--- src/rtl/i2crf_pkg.sv ---
package i2crf_pkg;

    localparam int REG_W  = 16;
    localparam int BYTE_W = 8;
    localparam int ADDR_W = 7;

    localparam logic [1:0] IDX_TEMP = 2'd0;
    localparam logic [1:0] IDX_CFG  = 2'd1;
    localparam logic [1:0] IDX_HYST = 2'd2;
    localparam logic [1:0] IDX_THR  = 2'd3;

    localparam logic [2:0] PTR_END = 3'd4;

    localparam logic [BYTE_W-1:0] RST_CFG  = 8'h00;
    localparam logic [REG_W-1:0]  RST_TEMP = 16'h0000;
    localparam logic [REG_W-1:0]  RST_HYST = 16'h4B00;
    localparam logic [REG_W-1:0]  RST_THR  = 16'h5000;

    localparam int CFG_TMO_OFF = 6;

    typedef enum logic [2:0] {
        ST_IDLE,
        ST_RX,
        ST_ACKTX,
        ST_TX,
        ST_ACKRX
    } eng_st_e;

    typedef enum logic [1:0] {
        K_ADDR,
        K_PTR,
        K_DATA
    } byte_kind_e;

    typedef struct packed {
        logic sda;
        logic scl_rise;
        logic scl_fall;
        logic start;
        logic stop;
    } bus_ev_t;

    function automatic logic [2:0] ptr_step(input logic [2:0] p);
        return (p >= PTR_END) ? PTR_END : p + 3'd1;
    endfunction

    function automatic logic [REG_W-1:0] limit_reset(input int n);
        return (n == 0) ? RST_HYST : RST_THR;
    endfunction

endpackage

--- src/rtl/i2crf_cond.sv ---
module i2crf_cond
    import i2crf_pkg::*;
#(
    parameter int STAGES = 2
) (
    input  logic    clk,
    input  logic    rst,
    input  logic    scl_i,
    input  logic    sda_i,
    output bus_ev_t ev
);

    logic [STAGES-1:0] scl_p, sda_p;
    logic              scl_d, sda_d;
    logic              scl_n, sda_n;

    always_ff @(posedge clk) begin
        if (rst) begin
            scl_p <= '1;
            sda_p <= '1;
            scl_d <= 1'b1;
            sda_d <= 1'b1;
        end else begin
            scl_p <= {scl_p[STAGES-2:0], scl_i};
            sda_p <= {sda_p[STAGES-2:0], sda_i};
            scl_d <= scl_p[STAGES-1];
            sda_d <= sda_p[STAGES-1];
        end
    end

    assign scl_n = scl_p[STAGES-1];
    assign sda_n = sda_p[STAGES-1];

    always_comb begin
        ev.sda      = sda_n;
        ev.scl_rise = scl_n & ~scl_d;
        ev.scl_fall = ~scl_n & scl_d;
        ev.start    = scl_n & scl_d & sda_d & ~sda_n;
        ev.stop     = scl_n & scl_d & ~sda_d & sda_n;
    end

endmodule

--- src/rtl/i2crf_lockup.sv ---
module i2crf_lockup #(
    parameter int TIMEOUT_CYC = 2_500_000
) (
    input  logic clk,
    input  logic rst,
    input  logic enable,
    input  logic sda_s,
    output logic fire
);

    localparam int CW = $clog2(TIMEOUT_CYC + 1);
    localparam logic [CW-1:0] LAST = CW'(TIMEOUT_CYC - 1);

    logic [CW-1:0] cnt_q;

    always_ff @(posedge clk) begin
        if (rst) begin
            cnt_q <= '0;
            fire  <= 1'b0;
        end else begin
            fire <= 1'b0;
            if (!enable || sda_s) begin
                cnt_q <= '0;
            end else if (cnt_q == LAST) begin
                cnt_q <= '0;
                fire  <= 1'b1;
            end else begin
                cnt_q <= cnt_q + 1'b1;
            end
        end
    end

    // a release only follows a low, enabled line
    a_r8_fire_after_low: assert property (@(posedge clk) disable iff (rst)
        fire |-> $past(!sda_s && enable));

    a_r8_fire_single: assert property (@(posedge clk) disable iff (rst)
        fire |=> !fire);

endmodule

--- src/rtl/i2crf_regbank.sv ---
module i2crf_regbank
    import i2crf_pkg::*;
(
    input  logic              clk,
    input  logic              rst,
    input  logic              start_i,
    input  logic              ptr_wr,
    input  logic              data_wr,
    input  logic [BYTE_W-1:0] wr_byte,
    input  logic              rd_adv,
    input  logic              rd_hold,
    input  logic [REG_W-1:0]  temp_in,
    output logic [BYTE_W-1:0] rd_byte,
    output logic [REG_W-1:0]  temp_q,
    output logic [BYTE_W-1:0] cfg_q,
    output logic [REG_W-1:0]  hyst_q,
    output logic [REG_W-1:0]  thr_q
);

    logic [2:0]       ptr_q;
    logic             half_q;
    logic             in_range;
    logic [1:0]       idx;
    logic [REG_W-1:0] lim_q [2];
    logic [REG_W-1:0] word;

    assign in_range = ~ptr_q[2];
    assign idx      = ptr_q[1:0];

    always_ff @(posedge clk) begin
        if (rst) begin
            ptr_q  <= '0;
            half_q <= 1'b0;
        end else if (ptr_wr) begin
            ptr_q  <= {1'b0, wr_byte[1:0]};
            half_q <= 1'b0;
        end else if (start_i) begin
            half_q <= 1'b0;
        end else if (data_wr || rd_adv) begin
            if (half_q) begin
                half_q <= 1'b0;
                ptr_q  <= ptr_step(ptr_q);
            end else begin
                half_q <= 1'b1;
            end
        end
    end

    always_ff @(posedge clk) begin
        if (rst)
            cfg_q <= RST_CFG;
        else if (data_wr && in_range && idx == IDX_CFG)
            cfg_q <= wr_byte;
    end

    always_ff @(posedge clk) begin
        if (rst)
            temp_q <= RST_TEMP;
        else if (!rd_hold)
            temp_q <= temp_in;
    end

    for (genvar g = 0; g < 2; g++) begin : g_lim
        localparam logic [1:0]       MY_IDX = 2'(32'(IDX_HYST) + g);
        localparam logic [REG_W-1:0] RV     = limit_reset(g);
        logic [REG_W-1:0] r_q;
        always_ff @(posedge clk) begin
            if (rst)
                r_q <= RV;
            else if (data_wr && in_range && idx == MY_IDX) begin
                if (half_q)
                    r_q[BYTE_W-1:0] <= wr_byte;
                else
                    r_q[REG_W-1:BYTE_W] <= wr_byte;
            end
        end
        assign lim_q[g] = r_q;
    end

    assign hyst_q = lim_q[0];
    assign thr_q  = lim_q[1];

    always_comb begin
        case (idx)
            IDX_TEMP: word = temp_q;
            IDX_CFG:  word = {cfg_q, cfg_q};
            IDX_HYST: word = lim_q[0];
            default:  word = lim_q[1];
        endcase
        if (!in_range)
            rd_byte = 8'hFF;
        else if (half_q)
            rd_byte = word[BYTE_W-1:0];
        else
            rd_byte = word[REG_W-1:BYTE_W];
    end

    a_r5_ptr_bounded: assert property (@(posedge clk) disable iff (rst)
        ptr_q <= PTR_END);

    // data past the end of the bank changes nothing
    a_r5_past_end_discard: assert property (@(posedge clk) disable iff (rst)
        (data_wr && ptr_q[2]) |=> ($stable(cfg_q) && $stable(hyst_q) && $stable(thr_q)));

    a_r7_temp_frozen: assert property (@(posedge clk) disable iff (rst)
        rd_hold |=> $stable(temp_q));

endmodule

--- src/rtl/i2crf_engine.sv ---
module i2crf_engine
    import i2crf_pkg::*;
(
    input  logic              clk,
    input  logic              rst,
    input  bus_ev_t           ev,
    input  logic [ADDR_W-1:0] dev_addr,
    input  logic              bus_reset,
    input  logic [BYTE_W-1:0] rd_byte,
    output logic              sda_drv,
    output logic              ptr_wr,
    output logic              data_wr,
    output logic [BYTE_W-1:0] wr_byte,
    output logic              rd_adv,
    output logic              rd_busy,
    output logic              read_done
);

    eng_st_e     st_q;
    byte_kind_e  kind_q;
    logic [3:0]  bit_q;
    logic [7:0]  sh_q;
    logic        dir_rd_q;
    logic        mack_q;

    always_ff @(posedge clk) begin
        if (rst) begin
            st_q      <= ST_IDLE;
            kind_q    <= K_ADDR;
            bit_q     <= '0;
            sh_q      <= '0;
            dir_rd_q  <= 1'b0;
            mack_q    <= 1'b0;
            sda_drv   <= 1'b0;
            ptr_wr    <= 1'b0;
            data_wr   <= 1'b0;
            rd_adv    <= 1'b0;
            rd_busy   <= 1'b0;
            read_done <= 1'b0;
        end else begin
            ptr_wr    <= 1'b0;
            data_wr   <= 1'b0;
            rd_adv    <= 1'b0;
            read_done <= 1'b0;
            if (bus_reset) begin
                st_q    <= ST_IDLE;
                sda_drv <= 1'b0;
                rd_busy <= 1'b0;
            end else if (ev.stop) begin
                st_q      <= ST_IDLE;
                sda_drv   <= 1'b0;
                read_done <= rd_busy;
                rd_busy   <= 1'b0;
            end else if (ev.start) begin
                st_q    <= ST_RX;
                kind_q  <= K_ADDR;
                bit_q   <= '0;
                sda_drv <= 1'b0;
            end else begin
                case (st_q)
                    ST_RX: begin
                        if (ev.scl_rise && bit_q != 4'd8) begin
                            sh_q  <= {sh_q[6:0], ev.sda};
                            bit_q <= bit_q + 4'd1;
                        end else if (ev.scl_fall && bit_q == 4'd8) begin
                            case (kind_q)
                                K_ADDR: begin
                                    if (sh_q[7:1] == dev_addr) begin
                                        sda_drv  <= 1'b1;
                                        st_q     <= ST_ACKTX;
                                        dir_rd_q <= sh_q[0];
                                        if (sh_q[0])
                                            rd_busy <= 1'b1;
                                    end else begin
                                        st_q <= ST_IDLE;
                                    end
                                end
                                K_PTR: begin
                                    ptr_wr  <= 1'b1;
                                    sda_drv <= 1'b1;
                                    st_q    <= ST_ACKTX;
                                end
                                default: begin
                                    data_wr <= 1'b1;
                                    sda_drv <= 1'b1;
                                    st_q    <= ST_ACKTX;
                                end
                            endcase
                        end
                    end
                    ST_ACKTX: begin
                        if (ev.scl_fall) begin
                            bit_q <= '0;
                            if (kind_q == K_ADDR && dir_rd_q) begin
                                sh_q    <= rd_byte;
                                sda_drv <= ~rd_byte[7];
                                rd_adv  <= 1'b1;
                                st_q    <= ST_TX;
                            end else begin
                                sda_drv <= 1'b0;
                                st_q    <= ST_RX;
                                kind_q  <= (kind_q == K_ADDR) ? K_PTR : K_DATA;
                            end
                        end
                    end
                    ST_TX: begin
                        if (ev.scl_fall) begin
                            if (bit_q == 4'd7) begin
                                sda_drv <= 1'b0;
                                st_q    <= ST_ACKRX;
                            end else begin
                                sh_q    <= {sh_q[6:0], 1'b0};
                                sda_drv <= ~sh_q[6];
                                bit_q   <= bit_q + 4'd1;
                            end
                        end
                    end
                    ST_ACKRX: begin
                        if (ev.scl_rise) begin
                            mack_q <= ~ev.sda;
                        end else if (ev.scl_fall) begin
                            if (mack_q) begin
                                sh_q    <= rd_byte;
                                sda_drv <= ~rd_byte[7];
                                rd_adv  <= 1'b1;
                                bit_q   <= '0;
                                st_q    <= ST_TX;
                            end else begin
                                st_q <= ST_IDLE;
                            end
                        end
                    end
                    default: ;
                endcase
            end
        end
    end

    assign wr_byte = sh_q;

    a_r10_idle_released: assert property (@(posedge clk) disable iff (rst)
        (st_q == ST_IDLE) |-> !sda_drv);

    a_r8_release_on_timeout: assert property (@(posedge clk) disable iff (rst)
        bus_reset |=> !sda_drv);

    a_r9_done_single: assert property (@(posedge clk) disable iff (rst)
        read_done |=> !read_done);

    // data is only shifted out after a read address
    a_r6_tx_needs_read: assert property (@(posedge clk) disable iff (rst)
        (st_q == ST_TX) |-> dir_rd_q);

endmodule

--- src/rtl/i2crf_slave.sv ---
module i2crf_slave
    import i2crf_pkg::*;
#(
    parameter int TIMEOUT_CYC = 2_500_000,
    parameter int SYNC_STAGES = 2
) (
    input  logic              clk,
    input  logic              rst,
    input  logic              scl_i,
    input  logic              sda_i,
    input  logic [ADDR_W-1:0] dev_addr,
    input  logic [REG_W-1:0]  temp_in,
    output logic              sda_pull,
    output logic [REG_W-1:0]  temp_q,
    output logic [BYTE_W-1:0] cfg_q,
    output logic [REG_W-1:0]  hyst_q,
    output logic [REG_W-1:0]  thr_q,
    output logic              read_done
);

    bus_ev_t           ev;
    logic              bus_reset;
    logic              ptr_wr, data_wr, rd_adv, rd_busy;
    logic [BYTE_W-1:0] wr_byte, rd_byte;

    i2crf_cond #(.STAGES(SYNC_STAGES)) u_cond (
        .clk   (clk),
        .rst   (rst),
        .scl_i (scl_i),
        .sda_i (sda_i),
        .ev    (ev)
    );

    i2crf_lockup #(.TIMEOUT_CYC(TIMEOUT_CYC)) u_lockup (
        .clk    (clk),
        .rst    (rst),
        .enable (~cfg_q[CFG_TMO_OFF]),
        .sda_s  (ev.sda),
        .fire   (bus_reset)
    );

    i2crf_engine u_engine (
        .clk       (clk),
        .rst       (rst),
        .ev        (ev),
        .dev_addr  (dev_addr),
        .bus_reset (bus_reset),
        .rd_byte   (rd_byte),
        .sda_drv   (sda_pull),
        .ptr_wr    (ptr_wr),
        .data_wr   (data_wr),
        .wr_byte   (wr_byte),
        .rd_adv    (rd_adv),
        .rd_busy   (rd_busy),
        .read_done (read_done)
    );

    i2crf_regbank u_regs (
        .clk     (clk),
        .rst     (rst),
        .start_i (ev.start),
        .ptr_wr  (ptr_wr),
        .data_wr (data_wr),
        .wr_byte (wr_byte),
        .rd_adv  (rd_adv),
        .rd_hold (rd_busy),
        .temp_in (temp_in),
        .rd_byte (rd_byte),
        .temp_q  (temp_q),
        .cfg_q   (cfg_q),
        .hyst_q  (hyst_q),
        .thr_q   (thr_q)
    );

endmodule

--- config.mk ---
export PLATFORM = sky130hd
export DESIGN_NAME = i2crf_slave
export DESIGN_NICKNAME = d
export VERILOG_FILES = /design/src/rtl/i2crf_pkg.sv /design/src/rtl/i2crf_cond.sv /design/src/rtl/i2crf_lockup.sv /design/src/rtl/i2crf_regbank.sv /design/src/rtl/i2crf_engine.sv /design/src/rtl/i2crf_slave.sv
export SDC_FILE = /design/constraint.sdc
export NUM_CORES = 1
export LEC_CHECK = 0
export BUFFER_PORTS_ARGS = -buffer_cell sky130_fd_sc_hd__buf_2
export CAP_MARGIN = 40
export CORE_MARGIN = 2
export CORE_UTILIZATION = 40
export DETAILED_ROUTE_END_ITERATION = 8
export GPL_TIMING_DRIVEN = 0
export PLACE_DENSITY_LB_ADDON = 0.1
export SYNTH_ARGS = -nofsm -noshare
export SYNTH_HDL_FRONTEND = slang
export SYNTH_SLANG_ARGS = --single-unit
--- constraint.sdc ---
create_clock -name clk -period 3.08 [get_ports clk]
set_input_delay 0.154 -clock clk [delete_from_list [all_inputs] [get_ports clk]]
set_output_delay 0.154 -clock clk [all_outputs]
set_load 0.005 [all_outputs]
==> results of run 1 <==
## per-stage QoR
step / area (µm²) / power, µW / hold slack [ps] / setup WS [ps] / utilization (%)
2_1_floorplan: 5320 / 1610 / 258 / 1120 / -
3_3_place_gp: 5960 / 1670 / 339 / 631 / 45.4
3_5_place_dp: 5970 / 1680 / 343 / 603 / 45.4
4_1_cts: 6740 / 3660 / 258 / 595 / 51.3
5_1_grt: 6740 / 3760 / 306 / 421 / 51.3
6_report: 6740 / 3630 / 262 / 562 / 51.3
## sequential cells by signal, indices dropped and copies added (netlist names), 2 cells and up
register,flops
u_lockup.cnt_q,22
u_engine.st_q,3
u_cond.sda_p,2
u_regs.hyst_q,16
u_regs.temp_q,16
u_regs.cfg_q,8
u_cond.scl_p,2
u_regs.ptr_q,3
u_engine.bit_q,4
u_engine.wr_byte,8
u_engine.kind_q,2
u_regs.thr_q,16
## area by class of cell
type,instances,area (µm²)
Inverter,12,45.0
Tap cell,176,220
Sequential cell,114,2280
Buffer,42,169
Multi-Input combinational cell,474,2830
Timing Repair Buffer,102,603
Clock buffer,18,439
Clock inverter,14,154
Fill cell,1283,6400
## power by group
| group | total, µW | switching, µW | internal [µW] |
|---|---|---|---|
| sequential | 1510 | 15.5 | 1490 |
| combinational | 156 | 85.0 | 70.6 |
| clock | 1960 | 745 | 1220 |
| total | 3630 | 846 | 2780 |
## worst max-delay path by stage
stage | start | end | cells past startpoint
2_1_floorplan | u_engine.st_q[2] | u_engine.wr_byte[0] | 7
3_3_place_gp | u_regs.half_q | u_engine.wr_byte[4] | 7
3_5_place_dp | u_regs.half_q | u_engine.wr_byte[4] | 7
4_1_cts | u_regs.half_q | u_engine.wr_byte[4] | 7
5_1_grt | u_regs.half_q | u_engine.wr_byte[4] | 7
6_report | u_regs.half_q | u_engine.wr_byte[4] | 7
## kinds of logic after synthesis
kind of cell               count (synthesis)  synth area share, %
muxes                                     34                 6.67
buffers and inverters                     54                 4.02
xor gates and xnor gates                  29                 4.77
AOI/OAI and AO/OA                        125                 14.9
DFF                                      114                 42.9
and+or+nand+nor                          279                 25.1
adders and majority gates                  7                 1.65
## worst reg2reg max path, cell delays in order, from the launching register on
cell                       delay (ps)
sky130_fd_sc_hd__dfxtp_1          300
sky130_fd_sc_hd__buf_2            240
sky130_fd_sc_hd__buf_1            550
sky130_fd_sc_hd__clkbuf_1         530
sky130_fd_sc_hd__a211oi_1          90
sky130_fd_sc_hd__a211oi_1         340
sky130_fd_sc_hd__a211oi_1         110
sky130_fd_sc_hd__o32ai_1          260
## what timing repair did
item                      4_1_cts  5_1_grt
hold buffers                   18        0
hold endpoints to repair       18        0
gates resized for setup         0        0
## layout by cell type (no fill, tap or decap), types with 6 or more instances in the layout
master                            n
sky130_fd_sc_hd__mux2i_1         22
sky130_fd_sc_hd__ha_1             7
sky130_fd_sc_hd__buf_2           86
sky130_fd_sc_hd__xor2_1           9
sky130_fd_sc_hd__o21ai_0          8
sky130_fd_sc_hd__nand2_1        101
sky130_fd_sc_hd__clkbuf_16       17
sky130_fd_sc_hd__dlygate4sd3_1   18
sky130_fd_sc_hd__a211oi_1        21
sky130_fd_sc_hd__nor2_1          61
sky130_fd_sc_hd__o22ai_1          6
sky130_fd_sc_hd__nand3_1         30
sky130_fd_sc_hd__nand3b_1         6
sky130_fd_sc_hd__clkbuf_1        35
sky130_fd_sc_hd__a21oi_1         60
sky130_fd_sc_hd__mux2_2          12
sky130_fd_sc_hd__dfxtp_1        114
sky130_fd_sc_hd__and3_1           9
sky130_fd_sc_hd__inv_1           11
sky130_fd_sc_hd__and2_1           7
sky130_fd_sc_hd__nand4_1         11
sky130_fd_sc_hd__nor3_1          15
sky130_fd_sc_hd__xnor2_1         20
## routing by layer
layer | vias to the layer above | track usage (%) | share of wire [%]
met4 | 0 | 8.97 | 2.0
li1 | 2508 | - | -
met1 | 2448 | 28.9 | 45
met5 | - | 0 | 0
met2 | 155 | 37.5 | 48
met3 | 30 | 4.89 | 5.2
==> results summary, run 1 <==
The highest net fanout along the worst path is 10. The average instance in the mapped netlist occupies 8.29 µm². The flow ran to the end, and the final reports show no timing, DRC or antenna violations. The floorplan die height came out at 119 µm.

In this run the critical register-to-register path is captured at u_engine.wr_byte[4]. The number of violations of the max-capacitance limit is 0. In this design, the largest share of critical-path delay is due to buffers and inverters. The startpoint type of the worst setup path is a flip-flop.

The overall track demand over capacity in global routing came out at 22.7%. The share of the yosys chip area belonging to registers came out at 42.9%. The half-perimeter wire length after detailed placement is 11,200 µm. The distinct cell type count of the synthesized netlist is 57. Once the clock tree was built, the setup fixing pass inserted 0 buffers. After synthesis, the most frequently instantiated cells are 114 x sky130_fd_sc_hd__dfxtp_1, 101 x sky130_fd_sc_hd__nand2_1, 61 x sky130_fd_sc_hd__nor2_1. The setup-violating endpoint count in the final report came out at 0. The global placer's final weighted congestion came out at 0.892. The total iterations of the first detailed-routing run came out at 5. The count of buffers added on input and output ports is 83. The worst register-to-register path has a setup slack of 560 ps. The power density over the cells is 538 mW/mm².

The path type of the worst min-delay path is input port to flip-flop. The number of core rows is 42. The post-route netlist has 18.0% of its cells at a drive strength greater than 1. The horizontal die dimension is 119 µm. The clock latency on the worst-skew pair came out at 420 ps. The worst path needs 2520 ps of the cycle, external delays included. The placed instance count came out at 902. The depth of the worst hold-timing path is 5.

In the synthesized netlist the async set-or-reset flop fraction comes to 0%. The clock sink count is 114. The number of flops mapped to enable cells by yosys came out at 0.

The signal on the critical path passes through buf_2 > buf_1 > clkbuf_1 > a211oi_1 > a211oi_1 > a211oi_1 > o32ai_1. The core region is 0.0131 mm². The largest net degree at the start of global routing came out at 17. The number of buffers created by CTS is 17. The most used flip-flop cell after synthesis is sky130_fd_sc_hd__dfxtp_1.

The share of the synthesized area in the top cell type is 42.9%. The final hold violation count is 0. The first global-routing pass estimated 25,200 µm of wire. The final routed DRC violation total came out at 0.

STA classifies the critical path endpoint as a flip-flop. Summing every instance area after synthesis gives 0.00532 mm². The area added between synthesis and finish is 26.6%.

The floorplan step defined a die boundary enclosing 0.0142 mm². During synthesis, Yosys emitted a total of 0 warnings. In this run the clock root is driven by a sky130_fd_sc_hd__clkbuf_16.

The setup total negative slack is 0 ps. The most common cell in the synthesized netlist is sky130_fd_sc_hd__dfxtp_1. Among all stages on the critical path, the largest delay is contributed by sky130_fd_sc_hd__buf_1. The count of antenna-violating nets left after detailed routing is 0. The wire length per cell after detailed routing is 16.4 µm. The cell count after synthesis came out at 642. The critical path contains buffers and inverters numbering 3 combined. The final count of pins violating max slew is 0. For hold timing, the worst endpoint is u_engine.dir_rd_q. For this design the static power due to leakage is 0.00256 µW. The tightest slew margin relative to the limit came out at 46.2%. The final net count came out at 797. The slew at the pin closest to its max-slew limit came out at 807 ps.

Between clock sinks in the finished design, the worst skew comes to 5.73 ps. The worst IR drop on VDD came out at 0.345 mV. The most numerous cell type found on the critical path is sky130_fd_sc_hd__a211oi_1.

The initial core utilization is 40.5%. Setup repair after global routing left no endpoint under its margin. The via count of the first global-routing pass came out at 4,864.

For this block, the initial DRC count from the detailed router was 371. The total nets after synthesis came out at 676. The synthesis-stage register bit count came out at 114. 85 I/O pins were placed.

The number of levels the H-tree was split into came out at 4. The synthesized design spends more area on one cell type than any other, namely sky130_fd_sc_hd__dfxtp_1. The data required time at the worst endpoint came out at 3400 ps. The post-detailed-route via-to-cell ratio came out at 5.40. The number of diodes came out at 0.

The critical path in this run is classified as flip-flop to flip-flop. The clock slew seen by the registers of the worst setup and hold paths came out at 60 ps. The delay of the slowest cell on the worst path came out at 550 ps. TritonCTS built the clock tree. Summing over every cut layer, the via total after detailed routing is 5,141. The count of cells along the worst register-to-register path is 7.

The clock passes through at most 2 buffers. Wires add up to 15,600 µm. Static timing analysis puts the maximum clock frequency at 0.397 GHz.

Summed over all layers, the global routing overflow is 0. The number of antenna violations at the first check in global routing came to 0. Data arrives at the worst endpoint at 2840 ps. The final instance count without filler cells came out at 952.

By area the synthesized netlist is led by sky130_fd_sc_hd__dfxtp_1 43%, sky130_fd_sc_hd__nand2_1 7.1%, sky130_fd_sc_hd__a21oi_1 5.6%, sky130_fd_sc_hd__nor2_1 4.3%, sky130_fd_sc_hd__mux2i_1 4.1%. The period utilization is 81.7%. The worst hold path begins at dev_addr[5]. The startpoint of the lowest-slack register-to-register path is u_regs.half_q.
(Power assumes the default switching activity.)
==> inputs of run 2 (changes only) <==
==> constraint.sdc (replaced) <==
create_clock -name clk -period 2 [get_ports clk]
set_input_delay 0.1 -clock clk [delete_from_list [all_inputs] [get_ports clk]]
set_output_delay 0.1 -clock clk [all_outputs]
set_load 0.005 [all_outputs]
==> results summary, run 2 (synthesis results as in run 1) <==
The flow ran to the end, and the final reports show no timing, DRC or antenna violations. Global routing consumed, over all layers together, 23.0% of the routing resources. The period utilization came out at 99.5%. The post-detailed-route via-to-cell ratio came out at 5.46. The setup slack on the worst flop-to-flop path is 9 ps. Data on the critical path is required at its endpoint by 2330 ps. The clock latency on the worst-skew pair is 420 ps.

The horizontal die dimension is 119 µm. The area added between synthesis and finish is 29.8%. 0 antenna diodes ended up in the layout. The final-layout worst hold slack is 222 ps. The global-route congestion overflow total is 0.

In this run the worst path has a maximum fanout of 6. The share of the core filled with cells is 52.6%. The number of violations of the max-capacitance limit came out at 0.

Derived from the worst setup path, the maximum achievable clock frequency is 0.502 GHz. The cell area after layout is 0.00691 mm². The wire length per cell after detailed routing is 16.8 µm. For the worst setup path, the data arrival time is 2320 ps. The min-delay analysis places its worst path in the category input port to flip-flop. 85 I/O pins were placed. For this configuration, the core starts out at a cell density of 40.5%. The clock slew seen by the registers of the worst setup and hold paths is 60 ps. Row generation in the floorplan step produced 42 rows.

The minimum clock period after layout came out at 1990 ps. The startpoint type of the worst setup path is a flip-flop. The final hold violation count came to 0.

The wire-length estimate of the detail-placed layout is 11,200 µm. The global placer's final weighted congestion came out at 0.892. The critical path is of the flip-flop to flip-flop type. The post-route total power is 5610 µW. The number of port buffers came out at 83. The count of antenna-violating nets left after detailed routing is 0. The die covers 0.0142 mm². The number of buffers created by CTS came out at 17. The capture point of the worst reg-to-reg path is u_engine.wr_byte[4]. The library cell used most frequently in the layout, excluding fill and tap cells, is sky130_fd_sc_hd__dfxtp_1. The total iterations of the first detailed-routing run is 5. The clock net in this run drives a total of 114 sinks. The worst IR drop on VDD is 0.486 mV.

The final routed DRC violation total is 0. The worst register-to-register path has a depth of 7. Clock tree synthesis selected as its root buffer the cell sky130_fd_sc_hd__clkbuf_16.

The H-tree was split into 4 levels. The static leakage power is 0.00265 µW. The power density over the cells came out at 812 mW/mm². The post-route clock skew came out at 8.07 ps.

The slew at the pin closest to its max-slew limit is 754 ps. The worst setup path is captured at a flip-flop. Setup repair after global routing could not meet its margin everywhere.

The ratio of cells with drive above 1 in the final layout came out at 23.3%. The most critical setup path has its endpoint at u_engine.wr_byte[4]. The total cell area at the placement stage is 0.00597 mm². The floorplan die height is 119 µm. The final instance count without filler cells came out at 952. Tracing the worst setup path back leads to its startpoint at u_engine.bit_q[0]. In this run the deepest clock path goes through 2 buffers. The flip-flop count of the largest register, all copies and words added is 22. TritonCTS built the clock tree. The setup-violating endpoint count in the final report is 0.

The area of the core region came out at 0.0131 mm². The number of antenna violations at the first check in global routing came out at 0. The placed instance count came out at 902. Entering global routing, the biggest net connects 17 pins. The total vias in the final route is 5,195. The final wirelength is 16,000 µm.

The register containing the most flip-flops in the final layout is u_lockup.cnt_q. In the layout the commonest cells are 108 x sky130_fd_sc_hd__dfxtp_1, 101 x sky130_fd_sc_hd__nand2_1, 85 x sky130_fd_sc_hd__buf_2. The final count of pins violating max slew came out at 0. The worst register-to-register path begins at u_engine.bit_q[0].

The via count of the first global-routing pass was 4,952. The first routing iteration left 375 violations. The first global-routing pass estimated 25,500 µm of wire. The tightest slew margin relative to the limit came out at 49.8%. The final net count is 797.
-- run 2: cell types whose count changed in the layout (fill, tap and decap cells not counted), moves of 3 or more --
cell | before | now
sky130_fd_sc_hd__clkbuf_1 | 35 | 23
sky130_fd_sc_hd__buf_4 | 1 | 7
sky130_fd_sc_hd__clkbuf_4 | 0 | 6
sky130_fd_sc_hd__dfxtp_1 | 114 | 108
sky130_fd_sc_hd__dfxtp_2 | 0 | 5
sky130_fd_sc_hd__a211oi_1 | 21 | 17
sky130_fd_sc_hd__a211oi_2 | 0 | 4
sky130_fd_sc_hd__clkbuf_2 | 0 | 4
sky130_fd_sc_hd__buf_1 | 3 | 0
sky130_fd_sc_hd__nor3_1 | 15 | 12
-- run 2: critical path: stages (launching register included) --
cell and delay (ps):
sky130_fd_sc_hd__dfxtp_2 350, sky130_fd_sc_hd__inv_1 70, sky130_fd_sc_hd__ha_1 200, sky130_fd_sc_hd__nand3b_1 200, sky130_fd_sc_hd__a31oi_2 170, sky130_fd_sc_hd__nor3_2 350
sky130_fd_sc_hd__nand3_2 230, sky130_fd_sc_hd__o32ai_1 330
-- run 2: area by class of cell --
| class | instances | area (µm²) |
|---|---|---|
| Buffer | 37 | 180 |
| Clock buffer | 18 | 439 |
| Clock inverter | 14 | 154 |
| Fill cell | 1269 | 6230 |
| Inverter | 12 | 45.0 |
| Multi-Input combinational cell | 474 | 2940 |
| Sequential cell | 114 | 2290 |
| Tap cell | 176 | 220 |
| Timing Repair Buffer | 107 | 641 |
-- run 2: timing repair --
action | CTS | global route
buffers inserted | 4 | 1
hold buffers | 18 | 0
pin swaps | 7 | 4
endpoints found under the hold margin | 18 | 0
resized for setup | 34 | 26
endpoints found under the setup margin | 52 | 47
-- run 2: how the worst min path moves through the flow --
stage,end,cells past startpoint,start
2_1_floorplan,u_cond.scl_p[0],1,scl_i
3_3_place_gp,u_cond.sda_p[0],2,sda_i
3_5_place_dp,u_cond.sda_p[0],2,sda_i
4_1_cts,u_engine.dir_rd_q,6,dev_addr[5]
5_1_grt,u_engine.dir_rd_q,6,dev_addr[5]
6_report,u_engine.dir_rd_q,6,dev_addr[5]
-- run 2: power breakdown --
group	internal [µW]	switching (µW)
sequential	2300	24.6
combinational	118	140
clock	1880	1150
total	4290	1310
-- run 2: per-stage QoR --
stage / setup TNS [ps] / setup WS [ps]
2_1_floorplan: 0 / 40.3
3_3_place_gp: -11850 / -449
3_5_place_dp: -9700 / -477
4_1_cts: 0 / 7.26
5_1_grt: -514 / -78.9
6_report: 0 / 9.45
-- run 2: layer usage --
metal  track usage [%]  up-vias  wire length (µm)
met5                 0        -                 0
met4              9.19        0               331
met3              4.79       28               796
met2              38.3      167              7720
met1              29.0     2477              7100
li1                  -     2523                 -
